==> config.mk <==
export PLATFORM = sky130hd
export DESIGN_NAME = sflash_cmd_ctrl
export DESIGN_NICKNAME = d
export VERILOG_FILES = /design/src/rtl/sfc_pkg.sv /design/src/rtl/sfc_rx.sv /design/src/rtl/sfc_busy_timer.sv /design/src/rtl/sfc_ctrl.sv /design/src/rtl/sflash_cmd_ctrl.sv
export SDC_FILE = /design/constraint.sdc
export NUM_CORES = 1
export LEC_CHECK = 0
export ABC_AREA = 1
export BUFFER_PORTS_ARGS = -buffer_cell sky130_fd_sc_hd__buf_2
export CAP_MARGIN = 20
export CORE_MARGIN = 2
export CORE_UTILIZATION = 40
export CTS_CLUSTER_DIAMETER = 200
export DETAILED_ROUTE_END_ITERATION = 8
export PLACE_DENSITY_LB_ADDON = 0.08
export SLEW_MARGIN = 15
export SYNTH_ARGS = -nofsm -noshare
export SYNTH_HDL_FRONTEND = slang
export SYNTH_SLANG_ARGS = --single-unit
==> constraint.sdc <==
create_clock -name clk -period 4.55 [get_ports clk]
set_clock_uncertainty 0.15 [all_clocks]
set_input_delay 0 -clock clk [delete_from_list [all_inputs] [get_ports clk]]
set_output_delay 0 -clock clk [all_outputs]
set_load 0.05 [all_outputs]
==> src/rtl/sfc_pkg.sv <==
`timescale 1ns/1ps
package sfc_pkg;
  localparam logic [7:0] OP_WR_EN     = 8'h06;
  localparam logic [7:0] OP_WR_DIS    = 8'h04;
  localparam logic [7:0] OP_STAT_WR   = 8'h01;
  localparam logic [7:0] OP_RD        = 8'h03;
  localparam logic [7:0] OP_RD_FAST   = 8'h0B;
  localparam logic [7:0] OP_PROG      = 8'h02;
  localparam logic [7:0] OP_PROG_X2   = 8'hA2;
  localparam logic [7:0] OP_PROG_OTP  = 8'h42;
  localparam logic [7:0] OP_LOCK_WR   = 8'hE5;
  localparam logic [7:0] OP_ERASE_4K  = 8'h20;
  localparam logic [7:0] OP_ERASE_64K = 8'hD8;
  localparam logic [7:0] OP_ERASE_ALL = 8'hC7;
  localparam logic [7:0] OP_SLEEP     = 8'hB9;
  localparam logic [7:0] OP_WAKE      = 8'hAB;

  localparam int NB_W = 8;  // saturating byte counter width
  localparam int AD_W = 24;

  typedef enum logic [2:0] {
    K_NONE = 3'd0, K_STAT = 3'd1, K_PROG = 3'd2, K_OTP = 3'd3,
    K_LOCK = 3'd4, K_SUB  = 3'd5, K_SEC  = 3'd6, K_BULK = 3'd7
  } wkind_e;

  typedef struct packed {
    logic [7:0]      opc;
    logic [NB_W-1:0] nbytes;
    logic [2:0]      phase;
    logic [AD_W-1:0] addr;
    logic [7:0]      tail;
  } frame_t;

  function automatic wkind_e kind_of(input logic [7:0] opc);
    case (opc)
      OP_STAT_WR:              return K_STAT;
      OP_PROG, OP_PROG_X2:     return K_PROG;
      OP_PROG_OTP:             return K_OTP;
      OP_LOCK_WR:              return K_LOCK;
      OP_ERASE_4K:             return K_SUB;
      OP_ERASE_64K:            return K_SEC;
      OP_ERASE_ALL:            return K_BULK;
      default:                 return K_NONE;
    endcase
  endfunction

  function automatic logic len_ok(input wkind_e k, input logic [NB_W-1:0] n);
    case (k)
      K_STAT:         return n == NB_W'(2);
      K_PROG, K_OTP:  return n >= NB_W'(5);
      K_LOCK:         return n == NB_W'(5);
      K_SUB, K_SEC:   return n == NB_W'(4);
      K_BULK:         return n == NB_W'(1);
      default:        return 1'b0;
    endcase
  endfunction
endpackage

==> src/rtl/sfc_rx.sv <==
`timescale 1ns/1ps
module sfc_rx
  import sfc_pkg::*;
(
  input  logic            clk,
  input  logic            rst,
  input  logic            cs_n,
  input  logic            sclk,
  input  logic            mosi,
  output logic            cs_rise,
  output logic            addr_evt,
  output logic [AD_W-1:0] addr_next,
  output frame_t          frame
);
  logic            cs_q, sclk_q;
  logic [AD_W-1:0] sh;
  logic [7:0]      opc_q;
  logic [NB_W-1:0] nb_q;
  logic [2:0]      ph_q;
  logic [AD_W-1:0] adr_q;
  logic            sclk_rise;

  assign sclk_rise = sclk & ~sclk_q & ~cs_n;
  assign cs_rise   = cs_n & ~cs_q;
  assign addr_next = {sh[AD_W-2:0], mosi};
  assign addr_evt  = sclk_rise && (nb_q == NB_W'(3)) && (ph_q == 3'd7);

  always_ff @(posedge clk) begin
    if (rst) begin
      cs_q   <= 1'b1;
      sclk_q <= 1'b0;
      sh     <= '0;
      opc_q  <= '0;
      nb_q   <= '0;
      ph_q   <= '0;
      adr_q  <= '0;
    end else begin
      cs_q   <= cs_n;
      sclk_q <= sclk;
      if (cs_n) begin
        nb_q <= '0;
        ph_q <= '0;
      end else if (sclk_rise) begin
        sh   <= addr_next;
        ph_q <= ph_q + 3'd1;
        if (ph_q == 3'd7) begin
          if (nb_q != {NB_W{1'b1}}) nb_q <= nb_q + NB_W'(1);
          if (nb_q == '0) opc_q <= addr_next[7:0];
        end
        if (addr_evt) adr_q <= addr_next;
      end
    end
  end

  assign frame = '{opc: opc_q, nbytes: nb_q, phase: ph_q, addr: adr_q, tail: sh[7:0]};

  // a deselected device holds no partial frame
  a_r2_clear_on_deselect: assert property (@(posedge clk) disable iff (rst)
    cs_n |=> (nb_q == '0 && ph_q == '0));
endmodule

==> src/rtl/sfc_busy_timer.sv <==
`timescale 1ns/1ps
module sfc_busy_timer
  import sfc_pkg::*;
#(
  parameter int T_STAT = 2000,
  parameter int T_PROG = 500,
  parameter int T_SUB  = 4000,
  parameter int T_SEC  = 8000,
  parameter int T_BULK = 16000
) (
  input  logic   clk,
  input  logic   rst,
  input  logic   start,
  input  wkind_e kind,
  output logic   busy,
  output logic   done
);
  function automatic int maxi(input int a, input int b);
    return (a > b) ? a : b;
  endfunction

  localparam int T_MAX = maxi(maxi(maxi(T_STAT, T_PROG), maxi(T_SUB, T_SEC)), T_BULK);
  localparam int CW    = $clog2(T_MAX + 1);

  logic [CW-1:0] cnt;

  function automatic logic [CW-1:0] dur(input wkind_e k);
    case (k)
      K_STAT:                 return CW'(T_STAT);
      K_PROG, K_OTP, K_LOCK:  return CW'(T_PROG);
      K_SUB:                  return CW'(T_SUB);
      K_SEC:                  return CW'(T_SEC);
      K_BULK:                 return CW'(T_BULK);
      default:                return '0;
    endcase
  endfunction

  always_ff @(posedge clk) begin
    if (rst)              cnt <= '0;
    else if (start)       cnt <= dur(kind);
    else if (cnt != '0)   cnt <= cnt - CW'(1);
  end

  assign busy = (cnt != '0);
  assign done = (cnt == CW'(1));

  // a running cycle counts down one per clock
  a_r4_count_down: assert property (@(posedge clk) disable iff (rst)
    (busy && !start) |=> (cnt == $past(cnt) - CW'(1)));
  // no new cycle starts on top of a running one
  a_r3_no_restart: assert property (@(posedge clk) disable iff (rst)
    start |-> !busy);
endmodule

==> src/rtl/sfc_ctrl.sv <==
`timescale 1ns/1ps
module sfc_ctrl
  import sfc_pkg::*;
(
  input  logic            clk,
  input  logic            rst,
  input  logic            cs_rise,
  input  logic            addr_evt,
  input  logic [AD_W-1:0] addr_next,
  input  frame_t          frame,
  input  logic            busy,
  input  logic            done,
  output logic            start,
  output wkind_e          start_kind,
  output logic            wr_latch,
  output logic            sleep,
  output logic            fire,
  output logic [2:0]      fire_kind,
  output logic [AD_W-1:0] fire_arg,
  output logic            rd_go,
  output logic [AD_W-1:0] rd_addr
);
  wkind_e k;
  logic   at_edge, single;

  always_comb begin
    k          = kind_of(frame.opc);
    single     = (frame.nbytes == NB_W'(1));
    at_edge    = cs_rise && (frame.phase == 3'd0) && !busy;
    start      = at_edge && !sleep && wr_latch && (k != K_NONE) && len_ok(k, frame.nbytes);
    start_kind = k;
  end

  always_ff @(posedge clk) begin
    if (rst) begin
      wr_latch  <= 1'b0;
      sleep     <= 1'b0;
      fire      <= 1'b0;
      fire_kind <= '0;
      fire_arg  <= '0;
      rd_go     <= 1'b0;
      rd_addr   <= '0;
    end else begin
      fire  <= start;
      rd_go <= 1'b0;
      if (start) begin
        fire_kind <= k;
        if (k == K_STAT)      fire_arg <= {{(AD_W-8){1'b0}}, frame.tail};
        else if (k == K_BULK) fire_arg <= '0;
        else                  fire_arg <= frame.addr;
      end
      if (done) wr_latch <= 1'b0;
      if (at_edge && single) begin
        if (sleep) begin
          if (frame.opc == OP_WAKE) sleep <= 1'b0;
        end else begin
          case (frame.opc)
            OP_WR_EN:  wr_latch <= 1'b1;
            OP_WR_DIS: wr_latch <= 1'b0;
            OP_SLEEP:  sleep    <= 1'b1;
            default:   ;
          endcase
        end
      end
      if (addr_evt && !busy && !sleep &&
          (frame.opc == OP_RD || frame.opc == OP_RD_FAST)) begin
        rd_go   <= 1'b1;
        rd_addr <= addr_next;
      end
    end
  end

  // nothing is accepted out of sleep
  a_r7_sleep_no_fire: assert property (@(posedge clk) disable iff (rst)
    sleep |=> !fire);
  // reads are not started while busy
  a_r3_busy_no_read: assert property (@(posedge clk) disable iff (rst)
    busy |=> !rd_go);
endmodule

==> src/rtl/sflash_cmd_ctrl.sv <==
`timescale 1ns/1ps
module sflash_cmd_ctrl
  import sfc_pkg::*;
#(
  parameter int T_STAT = 2000,
  parameter int T_PROG = 500,
  parameter int T_SUB  = 4000,
  parameter int T_SEC  = 8000,
  parameter int T_BULK = 16000
) (
  input  logic        clk,
  input  logic        rst,
  input  logic        cs_n,
  input  logic        sclk,
  input  logic        mosi,
  output logic [7:0]  status_o,
  output logic        sleep_o,
  output logic        op_fire_o,
  output logic [2:0]  op_kind_o,
  output logic [23:0] op_arg_o,
  output logic        rd_start_o,
  output logic [23:0] rd_addr_o
);
  logic            cs_rise, addr_evt, start, busy, done, wr_latch;
  logic [AD_W-1:0] addr_next;
  frame_t          frame;
  wkind_e          start_kind;

  sfc_rx u_rx (
    .clk(clk), .rst(rst), .cs_n(cs_n), .sclk(sclk), .mosi(mosi),
    .cs_rise(cs_rise), .addr_evt(addr_evt), .addr_next(addr_next), .frame(frame)
  );

  sfc_busy_timer #(
    .T_STAT(T_STAT), .T_PROG(T_PROG), .T_SUB(T_SUB), .T_SEC(T_SEC), .T_BULK(T_BULK)
  ) u_timer (
    .clk(clk), .rst(rst), .start(start), .kind(start_kind), .busy(busy), .done(done)
  );

  sfc_ctrl u_ctrl (
    .clk(clk), .rst(rst), .cs_rise(cs_rise), .addr_evt(addr_evt), .addr_next(addr_next),
    .frame(frame), .busy(busy), .done(done), .start(start), .start_kind(start_kind),
    .wr_latch(wr_latch), .sleep(sleep_o), .fire(op_fire_o), .fire_kind(op_kind_o),
    .fire_arg(op_arg_o), .rd_go(rd_start_o), .rd_addr(rd_addr_o)
  );

  assign status_o = {6'b0, wr_latch, busy};

  // the latch is gone when a cycle ends
  a_r5_latch_drops_with_busy: assert property (@(posedge clk) disable iff (rst)
    $fell(busy) |-> !wr_latch);
  // an accepted instruction is visible as busy at once
  a_r4_busy_on_fire: assert property (@(posedge clk) disable iff (rst)
    op_fire_o |-> busy);
  // acceptance needs the latch set beforehand
  a_r1_latch_before_fire: assert property (@(posedge clk) disable iff (rst)
    op_fire_o |-> $past(wr_latch));
endmodule

==> impl.org, run 1 <==
** Floorplanning
- The floorplan step defined a core boundary enclosing 14600 sq um.
- The initialized floorplan defines 44 standard-cell rows.
- Die W :: 127 um
- For this configuration, the core starts out at a cell density of 0.412.
- Io pins :: 67
- Chip height :: 127 um
- The floorplan step defined a die boundary enclosing 16000 sq um.

** Logic synthesis
- Top cells by area in the synthesized netlist :: sky130_fd_sc_hd__dfxtp_1 46%, sky130_fd_sc_hd__o21ai_0 8.4%, sky130_fd_sc_hd__a21oi_1 8.2%, sky130_fd_sc_hd__nand2_1 7.6%, sky130_fd_sc_hd__nor2_1 4.8%
- Count leader, synth :: sky130_fd_sc_hd__dfxtp_1
- After synthesis, the netlist uses 36 different library cells.
- Measured against the total synthesized area, the mux share comes to 0.
- Simple-gate share of the synthesized area :: 0.245
- Register area share after synthesis :: 0.456
- Post-synth EDFFs :: 0
- Primary flip-flop cell chosen by synthesis mapping :: sky130_fd_sc_hd__dfxtp_1
- Adder and majority gate portion of the synthesized area :: 0.0187
- Total number of yosys warnings :: 0
- Gate Count Post-Synth :: 795
- Proportion of register bits with asynchronous set or reset after synthesis :: 0
- A synthesized cell averages 7.56 sq um.
- The synthesized design spends more area on one cell type than any other, namely sky130_fd_sc_hd__dfxtp_1.
- Of the total synthesized cell area, the portion taken by XOR and XNOR cells is 0.0175.
- Main combinational cell family by area after synthesis :: simple AND/OR/NAND/NOR gates
- Synth cell count leaders :: 137 x sky130_fd_sc_hd__dfxtp_1, 121 x sky130_fd_sc_hd__nand2_1, 101 x sky130_fd_sc_hd__o21ai_0
- Post-synthesis sequential element count :: 137
- Area fraction of the dominant cell type after synthesis :: 0.456
- The area fraction in compound gates after synthesis came to 0.172.
- The synthesized netlist occupies a cell area of 6010 sq um.

** Global routing
- For this run the aggregate overflow at the end of global routing stands at 0.
- Pin count of the biggest net entering global routing :: 62
- Across every metal layer, demand over resource in global routing totals 0.184.
- The number of global-route vias before repair is 4723.
- Initial antenna violation count :: 0
- The first global-routing pass estimated 23800 um of wire.

** Final layout
- Post-synthesis to final-layout area growth :: 16.4%
- In the final layout, the share of cells above drive strength 1 is 0.163.
- The repair_antennas step left the layout with diodes totalling 0.
- Post-layout net count :: 854

** Placement
- Input and output buffers added on the ports amount to 60.
- Estimated wirelength of the detail-placed design :: 10100 um
- At the end of routability-driven placement, the weighted congestion stood at 0.873.

** Power
- Internal power comes to 0.00238 W.
- Switch Pwr :: 0.00100 W
- Of the total power, the share spent switching nets is 0.296.
- Cell leakage power :: 3.06 nW
- Clock power frac :: 0.417
- The share of total power dissipated in combinational logic is 0.188.
- Proportion of power drawn by flip-flops and latches :: 0.394
- Power per Cell Area :: 483 nW/um^2
- IR analysis of the VDD net gives a maximum drop of 0.250 mV.

** Clock tree
- Post-CTS timing repair inserted 0 buffers for setup.
- H-tree depth :: 4
- CTS root buffer :: sky130_fd_sc_hd__clkbuf_16
- The clock net in this run drives a total of 137 sinks.
- Clock transition at the register clock pins on the worst setup and hold paths after CTS :: 0.06 ns
- TritonCTS built the clock tree.
- Worst-Skew Late Latency :: 0.42 ns
- The longest clock path from root to sink contains 2 buffers.
- Counting the buffers created by CTS gives 17.

** Timing
- Hold is met by 0.295 ns.
- Final Hold Viols :: 0
- Setup violations remaining at the end of the flow were counted as 0.
- Highest achievable clock rate :: 0.341 GHz
- For the pin with the worst max-slew slack, the measured transition is 0.815 ns.
- Period minus WS final :: 2.93 ns
- Final Slew Violations :: 0
- Final cycle utilization of the critical path :: 0.644
- Measured against its own limit, the worst slew margin works out to 0.456.
- Setup repair after global routing missed its margin :: false
- Final total negative setup slack :: 0 ns

** Job
- The tool flagged a number of max-cap violations equal to 0.

** Critical path
- STA classifies the critical path startpoint as a flip-flop.
- In this design, the critical path's most frequently occurring cell is sky130_fd_sc_hd__nand2_1.
- Crit. End Element :: flip-flop
- The slowest stage of the critical path is the sky130_fd_sc_hd__nor2_4 cell.
- The signal on the critical path passes through or2_1 > nor2_2 > buf_4 > nand2_1 > inv_1 > nand2_1 > nor2_4 > nand2_2 > o21ai_0 > nor2_1.
- The worst setup path is of the reg2reg kind.
- Data required time of the critical path :: 4.70 ns
- Maximum single-stage delay on the critical path :: 0.48 ns
- Arr. time, crit path :: 3.08 ns
- Critical path fanouts, max :: 49

** Route
- Residual antenna-violating net count after detailed routing :: 0
- In the routed design, unresolved DRC markers number 0.
- After detailed routing, the total wire length is 14400 um.
- Per-cell via count in the routed design :: 5.02
- Initial DRT Pass Iterations :: 5
- Detailed-route via count :: 5199
- The detailed router finished its first iteration with 372 violations.
- Per-cell routed wire length :: 13.9 um

** Hold path
- Hold Crit Class :: in2reg

** Run status
- The flow ran to the end, and the final reports show no timing, DRC or antenna violations.
-- power groups by stage --
| stage | Sequential [W] | Clock [W] | Combinational [W] |
|---|---|---|---|
| floorplan | 0.00134 | 0 | 0.000536 |
| CTS | 0.00133 | 0.00144 | 0.000641 |
| finish | 0.00133 | 0.00141 | 0.000637 |
| detailed placement | 0.00136 | 0 | 0.000635 |
| global route | 0.00134 | 0.00149 | 0.000737 |
| global placement | 0.00136 | 0 | 0.000627 |
-- per-stage QoR --
step | setup slack, ns | instances | util | area, sq um | power [W]
floorplan | 2.59 | 800 | - | 6030 | 0.00188
global placement | 1.67 | 1000 | 0.434 | 6330 | 0.00198
detailed placement | 1.57 | 1000 | 0.434 | 6330 | 0.00199
CTS | 1.55 | 1036 | 0.480 | 7000 | 0.00341
global route | 1.19 | 1036 | 0.480 | 7000 | 0.00356
finish | 1.62 | 1036 | 0.480 | 7000 | 0.00338
-- critical path: cells and delay by family (launching register included) --
| kind | cells | cell delay [ns] |
|---|---|---|
| flops | 1 | 0.29 |
| compound gates | 1 | 0.31 |
| simple gates | 7 | 1.60 |
| buf+inv | 2 | 0.46 |
-- worst paths after layout --
check                                                     start  depth (start not counted)  slack [ns]                         endpoint
worst min-delay path                                       mosi                          4        0.30       u_rx.adr_q[0]$_SDFFE_PP0P_
worst max register to register           u_rx.sclk_q$_SDFF_PP0_                         10        1.62   u_ctrl.rd_addr[7]$_SDFFE_PP0P_
worst max-delay path                     u_rx.sclk_q$_SDFF_PP0_                         10        1.62   u_ctrl.rd_addr[7]$_SDFFE_PP0P_
worst min register to register  u_ctrl.fire_arg[0]$_SDFFE_PP0P_                          2        0.31  u_ctrl.fire_arg[0]$_SDFFE_PP0P_
-- state kept, by name (all words and copies together), names as in the netlist --
signal            flops
u_rx.opc_q            8
u_ctrl.fire_arg      24
u_ctrl.rd_go          1
u_ctrl.sleep          1
u_rx.sclk_q           1
u_rx.ph_q             3
u_rx.nb_q             8
u_timer.cnt          14
u_ctrl.fire           1
u_rx.adr_q           24
u_rx.cs_q             1
u_ctrl.fire_kind      3
u_ctrl.wr_latch       1
u_ctrl.rd_addr       24
u_rx.sh              23
-- metal layers --
metal / global-route usage / vias to the layer above / part of all wire
met4: 0.0556 / 0 / 0.013
met1: 0.280 / 2376 / 0.53
li1: - / 2699 / -
met2: 0.255 / 106 / 0.41
met5: 0 / - / 0
met3: 0.0426 / 18 / 0.045
-- final cells by class --
cell class / count / area (sq um)
fillers: 1456 / 7590
multi-input cells: 542 / 2760
flip-flops and latches: 137 / 2740
clock buffers: 23 / 508
repair buffers: 68 / 373
inverters: 74 / 279
well taps: 184 / 230
clock inverters: 8 / 109
-- cell families (layout without fill, tap and decap cells) --
kind of cell / count (synthesis) / in the layout
simple gates: 311 / 311
compound gates: 204 / 204
flops: 137 / 137
buf+inv: 121 / 173
xor+xnor: 12 / 12
fa+ha+maj: 9 / 9
other cells: 1 / 6
-- placed cells by master, fill, tap and decap left out, types with 2 or more instances in the layout --
master	synthesis	final
sky130_fd_sc_hd__nor2_4	7	7
sky130_fd_sc_hd__clkbuf_16	0	17
sky130_fd_sc_hd__inv_1	67	66
sky130_fd_sc_hd__nand3_2	11	11
sky130_fd_sc_hd__nand3_1	52	52
sky130_fd_sc_hd__nand3b_1	2	2
sky130_fd_sc_hd__nor3_2	2	2
sky130_fd_sc_hd__xnor2_1	4	4
sky130_fd_sc_hd__nand2_1	121	121
sky130_fd_sc_hd__nor2_1	77	77
sky130_fd_sc_hd__nand4_1	11	11
sky130_fd_sc_hd__xor2_1	8	8
sky130_fd_sc_hd__dlygate4sd3_1	0	5
sky130_fd_sc_hd__inv_6	0	2
sky130_fd_sc_hd__clkinv_2	1	2
sky130_fd_sc_hd__conb_1	1	6
sky130_fd_sc_hd__clkbuf_8	0	6
sky130_fd_sc_hd__o21ai_0	101	101
sky130_fd_sc_hd__dfxtp_1	137	137
sky130_fd_sc_hd__buf_4	9	3
sky130_fd_sc_hd__nand2_2	6	6
sky130_fd_sc_hd__ha_1	9	9
sky130_fd_sc_hd__bufinv_16	0	2
sky130_fd_sc_hd__buf_2	10	60
sky130_fd_sc_hd__clkinv_4	0	3
sky130_fd_sc_hd__nor2_2	9	9
sky130_fd_sc_hd__inv_2	5	6
sky130_fd_sc_hd__nor3_1	9	9
sky130_fd_sc_hd__a21oi_1	98	98
-- what timing repair did --
item,4_1_cts,5_1_grt
gates resized for setup,0,0
endpoints found under the hold margin,33,0
hold buffers,5,0
No activity file was read; power rests on OpenSTA's default activity.
==> run 2: changes to the inputs <==
Clock period 4.55 ns to 2.6 ns, I/O delays scaled along.
==> impl.org, run 2 (same netlist as run 1, synthesis figures left out) <==
** Run status
- The run finished with clean final reports.

** Floorplanning
- Total die area :: 16000 sq um
- The die is 127 um wide.
- Core region area :: 14600 sq um
- Initial core utilization :: 0.412
- For this design the top-level I/O count stands at 67.
- In this run the vertical extent of the chip is 127 um.
- In this run the core area contains 44 standard-cell rows.

** Clock tree
- In this run the number of H-tree levels came out at 4.
- CTS tree :: yes
- Total clock buffers created by CTS :: 17
- CTS root buffer :: sky130_fd_sc_hd__clkbuf_16
- Clock transition at the register clock pins on the worst setup and hold paths after CTS :: 0.06 ns
- CTS saw 137 sinks.
- Worst-Skew Late Latency :: 0.42 ns
- Setup Fix Bufs, Post-CTS :: 0
- Maximum root-to-sink buffer count :: 2

** Critical path
- The kind of cell with the highest combined delay along the critical path is simple AND/OR/NAND/NOR gates.
- STA puts the critical path data required time at 2.76 ns.
- STA classifies the critical path startpoint as a flip-flop.
- The cell that appears most often on the critical path is sky130_fd_sc_hd__nand2_1.
- CP Depth :: 11
- Worst flop-to-flop path endpoint :: u_timer.cnt[0]$_SDFFE_PP0P_
- For this run, the slowest stage of the critical path takes 0.33 ns.
- The most critical setup path has its startpoint at u_timer.cnt[0]$_SDFFE_PP0P_.
- Critical Setup Path Class :: reg2reg
- Logic depth of the worst register-to-register path :: 11
- Worst path bufs/invs :: 1
- Walking the worst path, the cells encountered are inv_1 > ha_1 > nand2_2 > nor2_4 > nand2_1 > nor2_2 > nand2_1 > nor3_2 > nand2_1 > nand2_1 > nor2_1.
- In this run the critical register-to-register path is launched from u_timer.cnt[0]$_SDFFE_PP0P_.
- The most critical setup path has its endpoint at u_timer.cnt[0]$_SDFFE_PP0P_.
- Reg-to-reg slack, setup :: 0.34 ns
- Of all nets on the critical path, the largest fanout is 6.
- For the worst setup path, the data arrival time is 2.42 ns.
- The worst setup path is captured at a flip-flop.
- For this design, the slowest cell found on the critical path is sky130_fd_sc_hd__dfxtp_1.

** Timing
- Period minus WS final :: 2.26 ns
- In the finished design, the share of the clock period the worst path needs comes to 0.868.
- Final Hold Viols :: 0
- Final total negative setup slack :: 0 ns
- Transition time of the tightest slew-check pin :: 0.629 ns
- Worst hold slack after final layout :: 0.267 ns
- For this run, the top clock speed supported by timing is 0.443 GHz.
- Final setup violation count :: 0
- Setup repair after global routing left no endpoint under its margin.
- Final Slew Violations :: 0
- Measured against its own limit, the worst slew margin works out to 0.580.
- The worst path meets setup with 0.343 ns of slack.

** Final layout
- Fraction of layout instances using a drive strength above 1 :: 0.173
- The top cell types in the final layout, fill and taps aside, are 137 x sky130_fd_sc_hd__dfxtp_1, 120 x sky130_fd_sc_hd__nand2_1, 101 x sky130_fd_sc_hd__o21ai_0, 98 x sky130_fd_sc_hd__a21oi_1, 77 x sky130_fd_sc_hd__nor2_1.
- Post-layout net count :: 863
- Most frequent standard cell in the layout excluding fill and tap cells :: sky130_fd_sc_hd__dfxtp_1
- Compared with the post-synthesis result, the final layout area differs by 17.9%.
- In the final layout, the registers with the most flip-flops are u_ctrl.fire_arg: 24 flops, u_ctrl.rd_addr: 24 flops, u_rx.adr_q: 24 flops.
- Post-Layout Inst Area :: 7090 sq um
- Diode count :: 0
- For this run, the share of the core covered by cells in the final layout is 0.486.

** Power
- Power per Cell Area :: 846 nW/um^2
- Cell internal power was estimated by the tool at 0.00417 W.
- The share of total power dissipated in combinational logic is 0.196.
- Clock power frac :: 0.416
- In this run the static leakage power is 3.11 nW.
- The share of total power dissipated in sequential elements is 0.388.
- Across the VDD grid, the largest voltage drop is 0.434 mV.
- In this run the power spent charging and discharging nets is 0.00183 W.
- Switching Fraction :: 0.305

** Global routing
- Global-route wire length before repair :: 24000 um
- Total routing resource utilization after global routing :: 0.186
- Entering global routing, the biggest net connects 55 pins.
- Number of global-route vias before repair :: 4789
- The initial antenna violation count was 0.
- Global routing finished with a remaining overflow of 0.

** Placement
- Timing analysis after detailed placement gives a worst setup slack of 0.275 ns.
- Input and output buffers added on the ports amount to 60.
- Final estimated routing congestion in global placement :: 0.945
- Area after DPL :: 6420 sq um
- Detailed placement ended at an HPWL of 10400 um.

** Route
- Detailed Route Iter0 Violations :: 307
- After detailed routing, the average wire length per cell comes to 13.9 um.
- Summed over all layers, the routed wires come to 14500 um.
- In the routed layout, each cell is associated on average with a via count of 5.01.
- The count of nets left with antenna violations once routing finished came out at 0.
- Count of unresolved DRC violations after routing :: 0
- The pre-antenna-repair detailed-routing pass consisted of 5 iterations.
- Detailed-route via count :: 5238

** Job
- Max-Cap Viols :: 0

** Hold path
- The min-delay analysis places its worst path in the category in2reg.
run 2: layout make-up:
| cell class | instances | area (sq um) |
|---|---|---|
| Timing Repair Buffer | 77 | 465 |
| Fill cell | 1470 | 7500 |
| Inverter | 74 | 279 |
| Tap cell | 184 | 230 |
| Clock inverter | 13 | 168 |
| Sequential cell | 137 | 2740 |
| Clock buffer | 19 | 443 |
| Multi-Input combinational cell | 542 | 2760 |
run 2: worst min-delay path, stage by stage:
cell and delay, ns:
sky130_fd_sc_hd__dlygate4sd3_1 0.52, sky130_fd_sc_hd__buf_2 0.12, sky130_fd_sc_hd__o21ai_0 0.08, sky130_fd_sc_hd__nor2_1 0.08
run 2: power by group through the flow:
stage / Sequential (W) / Combinational (W) / Clock (W)
2_1_floorplan: 0.00235 / 0.000937 / 0
3_3_place_gp: 0.00237 / 0.00115 / 0
3_5_place_dp: 0.00237 / 0.00117 / 0
4_1_cts: 0.00233 / 0.00118 / 0.00253
5_1_grt: 0.00234 / 0.00132 / 0.00263
6_report: 0.00233 / 0.00118 / 0.00249
run 2: layer usage:
layer  track usage  vias to the layer above  share of wire
li1              -                     2714              -
met1         0.275                     2400           0.53
met2         0.265                      107           0.41
met3        0.0413                       17          0.039
met4        0.0692                        0          0.017
met5             0                        -              0
run 2: how the worst min path moves through the flow:
| stage | start | end | slack (ns) | depth (start not counted) |
|---|---|---|---|---|
| 6_report | mosi | u_ctrl.rd_addr[0]$_SDFFE_PP0P_ | 0.27 | 4 |
| 5_1_grt | mosi | u_ctrl.rd_addr[0]$_SDFFE_PP0P_ | 0.31 | 4 |
| 4_1_cts | mosi | u_ctrl.rd_addr[0]$_SDFFE_PP0P_ | 0.26 | 4 |
| 3_5_place_dp | sclk | u_rx.sclk_q$_SDFF_PP0_ | 0.1 | 3 |
| 3_3_place_gp | sclk | u_rx.sclk_q$_SDFF_PP0_ | 0.11 | 3 |
| 2_1_floorplan | sclk | u_rx.sclk_q$_SDFF_PP0_ | -0.03 | 2 |
run 2: stage by stage:
| step | power [W] | std cells |
|---|---|---|
| floorplan | 0.00328 | 800 |
| global placement | 0.00352 | 1009 |
| detailed placement | 0.00354 | 1009 |
| CTS | 0.00604 | 1046 |
| global route | 0.00630 | 1046 |
| finish | 0.00600 | 1046 |
run 2: timing repair:
item	4_1_cts	5_1_grt
hold buffers	5	0
hold endpoints to repair	33	0
gates resized for setup	0	1
endpoints found under the setup margin	0	17
